===== src/rtl/sor_pkg.sv =====
package sor_pkg;

   // Default alphabet: a contiguous run of byte values.
   localparam int DEF_ALPHA_BASE = 97;
   localparam int DEF_ALPHA_N    = 7;

   // Default pattern set; each entry right-aligned, first character highest.
   localparam int DEF_NUM_PAT = 5;
   localparam int DEF_MAX_LEN = 5;
   localparam logic [DEF_MAX_LEN*8-1:0] DEF_PATTERNS [DEF_NUM_PAT] = '{
      40'("aadc"), 40'("bdd"), 40'("ddac"), 40'("aabcd"), 40'("dd")};
   localparam int DEF_PAT_LEN [DEF_NUM_PAT] = '{4, 3, 4, 5, 2};

   // Symbol code of a byte; n (one past the last symbol) marks a non-member.
   function automatic int sym_code(logic [7:0] b, int base, int n);
      int v;
      v = int'(b);
      if (v >= base && v < base + n) return v - base;
      return n;
   endfunction

endpackage


===== src/rtl/sor_sym_encoder.sv =====
module sor_sym_encoder #(
   parameter int ALPHA_BASE = sor_pkg::DEF_ALPHA_BASE,
   parameter int ALPHA_N    = sor_pkg::DEF_ALPHA_N,
   parameter int CODE_W     = $clog2(ALPHA_N + 1)
) (
   input  logic [7:0]        in_byte,
   output logic [CODE_W-1:0] code_o
);

   if (ALPHA_N >= (1 << CODE_W)) begin : g_bad_code_w
      $error("code width leaves no room for the reserved code");
   end

   always_comb begin
      code_o = CODE_W'(sor_pkg::sym_code(in_byte, ALPHA_BASE, ALPHA_N));
   end

endmodule


===== src/rtl/sor_bitmap_decoder.sv =====
module sor_bitmap_decoder #(
   parameter int ALPHA_N = sor_pkg::DEF_ALPHA_N,
   parameter int CODE_W  = $clog2(ALPHA_N + 1)
) (
   input  logic [CODE_W-1:0]  code_i,
   output logic [ALPHA_N-1:0] lines_o
);

   for (genvar k = 0; k < ALPHA_N; k++) begin : g_line
      assign lines_o[k] = (code_i == CODE_W'(k));
   end

endmodule


===== src/rtl/sor_pattern_engine.sv =====
module sor_pattern_engine #(
   parameter int LANES      = 1,
   parameter int ALPHA_BASE = sor_pkg::DEF_ALPHA_BASE,
   parameter int ALPHA_N    = sor_pkg::DEF_ALPHA_N,
   parameter int MAX_LEN    = sor_pkg::DEF_MAX_LEN,
   parameter int LEN        = 2,
   parameter logic [MAX_LEN*8-1:0] PAT = '0
) (
   input  logic                            clk,
   input  logic                            rst_n,
   input  logic                            in_valid,
   input  logic [LANES-1:0][ALPHA_N-1:0]   lines,
   output logic                            match_o
);

   localparam logic [LEN-1:0] EMPTY_STATE = '1;

   if (LEN < 1 || LEN > MAX_LEN) begin : g_bad_len
      $error("pattern length out of range");
   end

   // Mismatch mask per lane: bit i is 0 only when the byte equals character i.
   logic [LANES-1:0][LEN-1:0] smask;

   for (genvar i = 0; i < LEN; i++) begin : g_char
      localparam int CI = sor_pkg::sym_code(PAT[8*(LEN-1-i) +: 8], ALPHA_BASE, ALPHA_N);
      if (CI >= ALPHA_N) begin : g_bad_char
         $error("pattern character outside the alphabet");
      end else begin : g_wire
         for (genvar l = 0; l < LANES; l++) begin : g_lane
            assign smask[l][i] = ~lines[l][CI];
         end
      end
   end

   // Bit k of the state is 0 when the last k+1 bytes equal the first k+1 characters.
   logic [LEN-1:0] state_q;
   logic [LEN-1:0] state_nxt;
   logic           hit;
   logic           match_q;

   always_comb begin
      logic [LEN-1:0] stage;
      stage = state_q;
      hit   = 1'b0;
      for (int l = 0; l < LANES; l++) begin
         stage = (stage << 1) | smask[l];
         if (!stage[LEN-1]) hit = 1'b1;
      end
      state_nxt = stage;
   end

   always_ff @(posedge clk or negedge rst_n) begin
      if (!rst_n) begin
         state_q <= EMPTY_STATE;
         match_q <= 1'b0;
      end else begin
         match_q <= in_valid & hit;
         if (in_valid) state_q <= state_nxt;
      end
   end

   assign match_o = match_q;

   assert_idle_clears_flag_R6: assert property (@(posedge clk) disable iff (!rst_n)
      !in_valid |=> !match_q);

   assert_idle_holds_state_R6: assert property (@(posedge clk) disable iff (!rst_n)
      !in_valid |=> $stable(state_q));

   assert_reset_empty_state_R1: assert property (@(posedge clk) disable iff (!rst_n)
      $rose(rst_n) |-> (state_q == EMPTY_STATE));

   assert_flag_after_valid_R8: assert property (@(posedge clk) disable iff (!rst_n)
      match_q |-> $past(in_valid));

endmodule


===== src/rtl/sor_multi_matcher.sv =====
module sor_multi_matcher #(
   parameter int LANES      = 1,
   parameter int ALPHA_BASE = sor_pkg::DEF_ALPHA_BASE,
   parameter int ALPHA_N    = sor_pkg::DEF_ALPHA_N,
   parameter int NUM_PAT    = sor_pkg::DEF_NUM_PAT,
   parameter int MAX_LEN    = sor_pkg::DEF_MAX_LEN,
   parameter logic [MAX_LEN*8-1:0] PATTERNS [NUM_PAT] = sor_pkg::DEF_PATTERNS,
   parameter int PAT_LEN [NUM_PAT] = sor_pkg::DEF_PAT_LEN
) (
   input  logic               clk,
   input  logic               rst_n,
   input  logic               in_valid,
   input  logic [LANES*8-1:0] in_bytes,
   output logic [NUM_PAT-1:0] match_o
);

   localparam int CODE_W   = $clog2(ALPHA_N + 1);
   localparam int RESERVED = ALPHA_N;

   if (LANES != 1 && LANES != 2) begin : g_bad_lanes
      $error("LANES must be 1 or 2");
   end
   if (ALPHA_N < 1 || ALPHA_BASE < 0 || ALPHA_BASE + ALPHA_N > 256) begin : g_bad_alpha
      $error("alphabet does not fit in a byte");
   end
   if (NUM_PAT < 1) begin : g_bad_num
      $error("at least one pattern is needed");
   end

   logic [LANES-1:0][CODE_W-1:0]  lane_code;
   logic [LANES-1:0][ALPHA_N-1:0] lane_lines;

   // Shared front end: one encoder and one decoder per lane, used by all patterns.
   for (genvar l = 0; l < LANES; l++) begin : g_lane
      sor_sym_encoder #(
         .ALPHA_BASE(ALPHA_BASE),
         .ALPHA_N   (ALPHA_N),
         .CODE_W    (CODE_W)
      ) u_enc (
         .in_byte(in_bytes[l*8 +: 8]),
         .code_o (lane_code[l])
      );

      sor_bitmap_decoder #(
         .ALPHA_N(ALPHA_N),
         .CODE_W (CODE_W)
      ) u_dec (
         .code_i (lane_code[l]),
         .lines_o(lane_lines[l])
      );

      assert_reserved_dark_R2: assert property (@(posedge clk) disable iff (!rst_n)
         (lane_code[l] == CODE_W'(RESERVED)) |-> (lane_lines[l] == '0));

      assert_lines_onehot_R2: assert property (@(posedge clk) disable iff (!rst_n)
         $onehot0(lane_lines[l]));
   end

   for (genvar p = 0; p < NUM_PAT; p++) begin : g_pat
      sor_pattern_engine #(
         .LANES     (LANES),
         .ALPHA_BASE(ALPHA_BASE),
         .ALPHA_N   (ALPHA_N),
         .MAX_LEN   (MAX_LEN),
         .LEN       (PAT_LEN[p]),
         .PAT       (PATTERNS[p])
      ) u_eng (
         .clk     (clk),
         .rst_n   (rst_n),
         .in_valid(in_valid),
         .lines   (lane_lines),
         .match_o (match_o[p])
      );
   end

endmodule


===== config.mk =====
export PLATFORM = sky130hd
export DESIGN_NAME = sor_multi_matcher
export DESIGN_NICKNAME = d
export VERILOG_FILES = /design/src/rtl/sor_pkg.sv /design/src/rtl/sor_sym_encoder.sv /design/src/rtl/sor_bitmap_decoder.sv /design/src/rtl/sor_pattern_engine.sv /design/src/rtl/sor_multi_matcher.sv
export SDC_FILE = /design/constraint.sdc
export NUM_CORES = 1
export LEC_CHECK = 0
export ABC_CLOCK_PERIOD_IN_PS = 1000
export CAP_MARGIN = 20
export CORE_AREA = 2 2 41 43
export CTS_BUF_LIST = sky130_fd_sc_hd__clkbuf_16
export CTS_CLUSTER_DIAMETER = 80
export DETAILED_ROUTE_END_ITERATION = 10
export DIE_AREA = 0 0 43 45
export DONT_BUFFER_PORTS = 1
export PLACE_DENSITY = 0.71
export SLEW_MARGIN = 20
export SYNTH_ARGS = -nofsm -noshare
export SYNTH_HDL_FRONTEND = slang
export SYNTH_HIERARCHICAL = 1
export SYNTH_SLANG_ARGS = --single-unit

===== constraint.sdc =====
create_clock -name clk -period 1 [get_ports clk]
set_input_delay 0.15 -clock clk [delete_from_list [all_inputs] [get_ports clk]]
set_output_delay 0.15 -clock clk [all_outputs]
set_load 0.005 [all_outputs]

### Word-level counts from Yosys, hierarchy flattened

Index checks and enable logic that the tools add are counted.

| storage, ports and cells | value |
|---|---|
| register bits after elaboration | 18 |
| input bits | 11 |
| word-level logic and storage cells | 40 |

| cells by class | value |
|---|---|
| reductions and logical operators | 2 |
| multiplexer cells | 8 |
| bitwise logic cells | 14 |
| order comparisons | 2 |
| $add $sub $neg | 1 |
| eq/ne operators | 3 |

Operator list:

| cell | number |
|---|---|
| $ge 8x7->1 const B | 1 |
| $lt 8x7->1 const B | 1 |
| $or 4x4->4 | 2 |
| $eq 3x2->1 const B | 2 |
| $mux 1 | 6 |
| $mux 3 | 2 |
| $and 1x1->1 | 5 |
| $or 5x5->5 | 1 |
| $not 1->1 | 4 |
| $eq 3x1->1 const B | 1 |
| $logic_not 3->1 | 1 |
| $or 3x3->3 | 1 |
| $sub 3x1->3 const B | 1 |
| $or 2x2->2 | 1 |
| $logic_and 1x1->1 | 1 |

### Depth between registers and ports, before layout

| logic depth | value |
|---|---|
| depth in word-level cells | 9 |
| mapped depth | 7 |
| mapped depth without buffers | 7 |

### Modules after synthesis

The synthesis kept the hierarchy.

Modules (own cells, without submodules):

| module | times used | area an instance (um^2) | cells an instance |
|---|---|---|---|
| sor_pattern_engine at g_pat[0].u_eng ... | 2 | 147.6 | 14 |
| sor_pattern_engine at g_pat[3].u_eng | 1 | 202.7 | 18 |
| sor_pattern_engine at g_pat[1].u_eng | 1 | 110.1 | 9 |
| sor_sym_encoder | 1 | 87.6 | 10 |
| sor_pattern_engine at g_pat[4].u_eng | 1 | 71.3 | 5 |
| sor_bitmap_decoder | 1 | 57.6 | 7 |

### Least setup slack after synthesis

No wires, ideal clock.

| timing | value |
|---|---|
| path kind | input port to flip-flop |
| start | input port in_bytes[1] |
| end | register g_pat[0].u_eng.match_q |
| stages on the path | 7 |
| path buffers | 0 |
| path slack | -0.417 ns |
| setup time | 0.072 ns |
| required time | 0.928 ns |
| data arrival time | 1.346 ns |
| path through | inv_1 ha_1 or3b_1 nand4b_1 nor3b_1 nand2_1 nor2_1 |

RTL lines:

| element | RTL line | source |
|---|---|---|
| start, declared | sor_multi_matcher.sv:13 | `input logic [LANES*8-1:0] in_bytes,` |
| end signal, assigned | sor_pattern_engine.sv:58 | `match_q <= in_valid & hit;` |
| end, declared | sor_pattern_engine.sv:40 | `logic match_q;` |

==> impl_metrics.csv <==
group,metric,value,unit
timing,fin_ws,-0.177,ns
layout,stdcell_area,1020,µm²
drt,vias,524,
setup_path,reg2regPathDepth,1,
setup_path,startpoint,"in_bytes[1]",
layout,n_antenna_cell,0,
worst_hold_path,min_path_cells,2,
setup_path,r2r_start,"g_pat[1].u_eng/state_q[1]$_DFFE_PN1P_",
timing,finalSetupViolCount,18,
clock_network,cts_tree,"built",
setup_path,worstSetupPathType,"in2reg",
timing,hold_violations,0,
setup_path,path_buf_inv,1,
setup_path,critPathCaptureType,"flop",
floorplan,num_rows,14,
power_and_ir_drop,p_per_area,1540,nW/µm²
clock_network,cts_root_buf,"clkbuf_16",
setup_path,r2r_end,"g_pat[1].u_eng/match_o$_DFF_PN0_",
clock_network,clockBufferDepth,2,
global_route,grt.overflow.total,0,
run_status,violations,"negative setup slack",
drt,drc,0,
worst_hold_path,hp-class,"in2reg",
logic_synthesis,ys_warn_count,6,
floorplan,dieArea,1940,µm²
global_route,antenna_found_initial,0,
power_and_ir_drop,p_leak,0.494,nW
timing,drv_slew,0,
logic_synthesis,syn-num-nets,87,
timing,worst_slew_pin_slew,0.771,ns
global_route,grt_first_pass_wirelength,2.11,mm
timing,relSlewSlack,0.486,
clock_network,clock_insertion_delay_worst_skew,0.24,ns
drt,wl,1.26,mm
place,gp_congestion,0.674,
clock_network,cts_buffers,3,
place,hpwl,826,µm
job,maxCapViolCount,0,
global_route,first_global_vias,505,
setup_path,critPathLaunchType,"input port",
place,placed_cell_area,861,µm²
global_route,busiest_layer,"met2",
worst_hold_path,hp-start,"in_valid",
timing,clock_skew,0.00240,ns
worst_hold_path,whs_endpoint,"g_pat[3].u_eng/match_o$_DFF_PN0_",
setup_path,critPathArrivalTime,1.36,ns
setup_path,critPathRequiredTime,1.18,ns
floorplan,die_h,45,µm
setup_path,crit_top_cell,"and3b_2",
clock_network,numClockSinks,18,
timing,rsz0062_at_grt,"true",
floorplan,io_pins,16,
logic_synthesis,syn-instance-count,74,
drt,drtAntennaViolNets,0,
drt,detail_route.first_pass.iterations,3,
place,io_buffers,0,
clock_network,clk_transition_reported_paths,0.05,ns
global_route,grt_max_degree,19,
logic_synthesis,avgSynthCellArea,10.8,µm²
floorplan,die_x,43,µm
global_route,gr-usage-met1,0.177,
drt,drtIter0Drc,4,
place,pre_cts_ws,-0.445,ns
setup_path,rrSetupSlack,0.16,ns
drt,via_per_inst,5.35,
layout,area.growth.synth_to_final,27.6,%
timing,post-route-min-period,1.18,ns
floorplan,initial_utilization,0.542,
setup_path,crit_family,"simple AND/OR/NAND/NOR gates",
clock_network,cts.htree.levels,1,
setup_path,slowest_delay,0.37,ns
global_route,grtUsageTotal,0.151,
timing,max_freq,849,MHz
layout,fin_util,0.691,
setup_path,cp_cell_sequence,"inv_16 > ha_4 > or3b_4 > nand4b_1 > and3b_2 > and3b_2",
timing,final.period_utilization,1.18,
global_route,use_met3,0.0320,
floorplan,coreArea,1470,µm²
logic_synthesis,synth_area,797,µm²
global_route,grtUsageMet2,0.258,
setup_path,cp_slowest_cell,"or3b_4",
drt,wl_per_cell,12.8,µm
layout,layout.nets,96,
layout,drive_gt1_frac,0.390,
power_and_ir_drop,ir_drop,0.908,mV
setup_path,crit_path_max_fanout,8,
run_status,outcome,"finished with violations",
==> cells in the final DEF, fill, tap and decap left out, types with 2 or more instances in the layout <==
cell / n
nand4b_1: 2
a21oi_1: 2
inv_1: 10
a31oi_1: 8
dfstp_2: 13
buf_4: 3
nand2_1: 3
mux2i_1: 2
ha_4: 2
and3b_2: 2
nor2_1: 13
dfrtp_1: 5
clkbuf_16: 3
==> how the worst max path moves through the flow <==
stage | slack [ns] | endpoint | depth (start not counted)
final | -0.18 | g_pat[1].u_eng/match_o$_DFF_PN0_ | 6
after global routing | -0.23 | g_pat[1].u_eng/match_o$_DFF_PN0_ | 6
after detailed placement | -0.44 | g_pat[1].u_eng/match_o$_DFF_PN0_ | 6
after global placement | -0.41 | g_pat[1].u_eng/match_o$_DFF_PN0_ | 6
after CTS | -0.17 | g_pat[1].u_eng/match_o$_DFF_PN0_ | 6
after floorplan | -0.32 | g_pat[1].u_eng/match_o$_DFF_PN0_ | 6
==> layer usage <==
layer / wire, µm / share of wire
met1: 580 / 0.46
met2: 614 / 0.49
met3: 61 / 0.049
met4: 0 / 0
met5: 0 / 0
==> power breakdown <==
part	internal [mW]	switching [mW]
logic	0.0332	0.0373
clock network	0.529	0.234
registers	0.734	0.000416
==> cell type report <==
type | instances | area [µm²]
clock buffer | 3 | 75.1
clock inverter | 1 | 3.75
fill | 103 | 454
inverter | 11 | 70.1
multi-input combinational | 44 | 337
sequential | 18 | 467
tap | 16 | 20.0
timing repair buffer | 5 | 45.0
==> sequential cells by signal, summed over array words and instances, names as in the netlist <==
name / count
g_pat.u_eng/match_o: 5
g_pat.u_eng/state_q: 13
==> metrics by stage <==
| step | std cells | hold WS (ns) | TNS [ns] | power (mW) |
|---|---|---|---|---|
| 2_1_floorplan | 74 | -0.146 | -4.43 | 0.782 |
| 3_3_place_gp | 90 | -0.145 | -6.25 | 0.780 |
| 3_5_place_dp | 90 | -0.145 | -6.90 | 0.779 |
| 4_1_cts | 96 | 0.00647 | -2.05 | 1.59 |
| 5_1_grt | 98 | 0.0218 | -3.02 | 1.63 |
| 6_report | 98 | 0.0127 | -1.70 | 1.57 |
==> timing repair <==
item	CTS	global route
setup endpoints to repair	18	23
pin swaps	9	10
buffers inserted	0	2
hold endpoints to repair	31	0
gates resized for setup	3	8
hold buffers	2	0
Power figures use the tool's default switching activity.
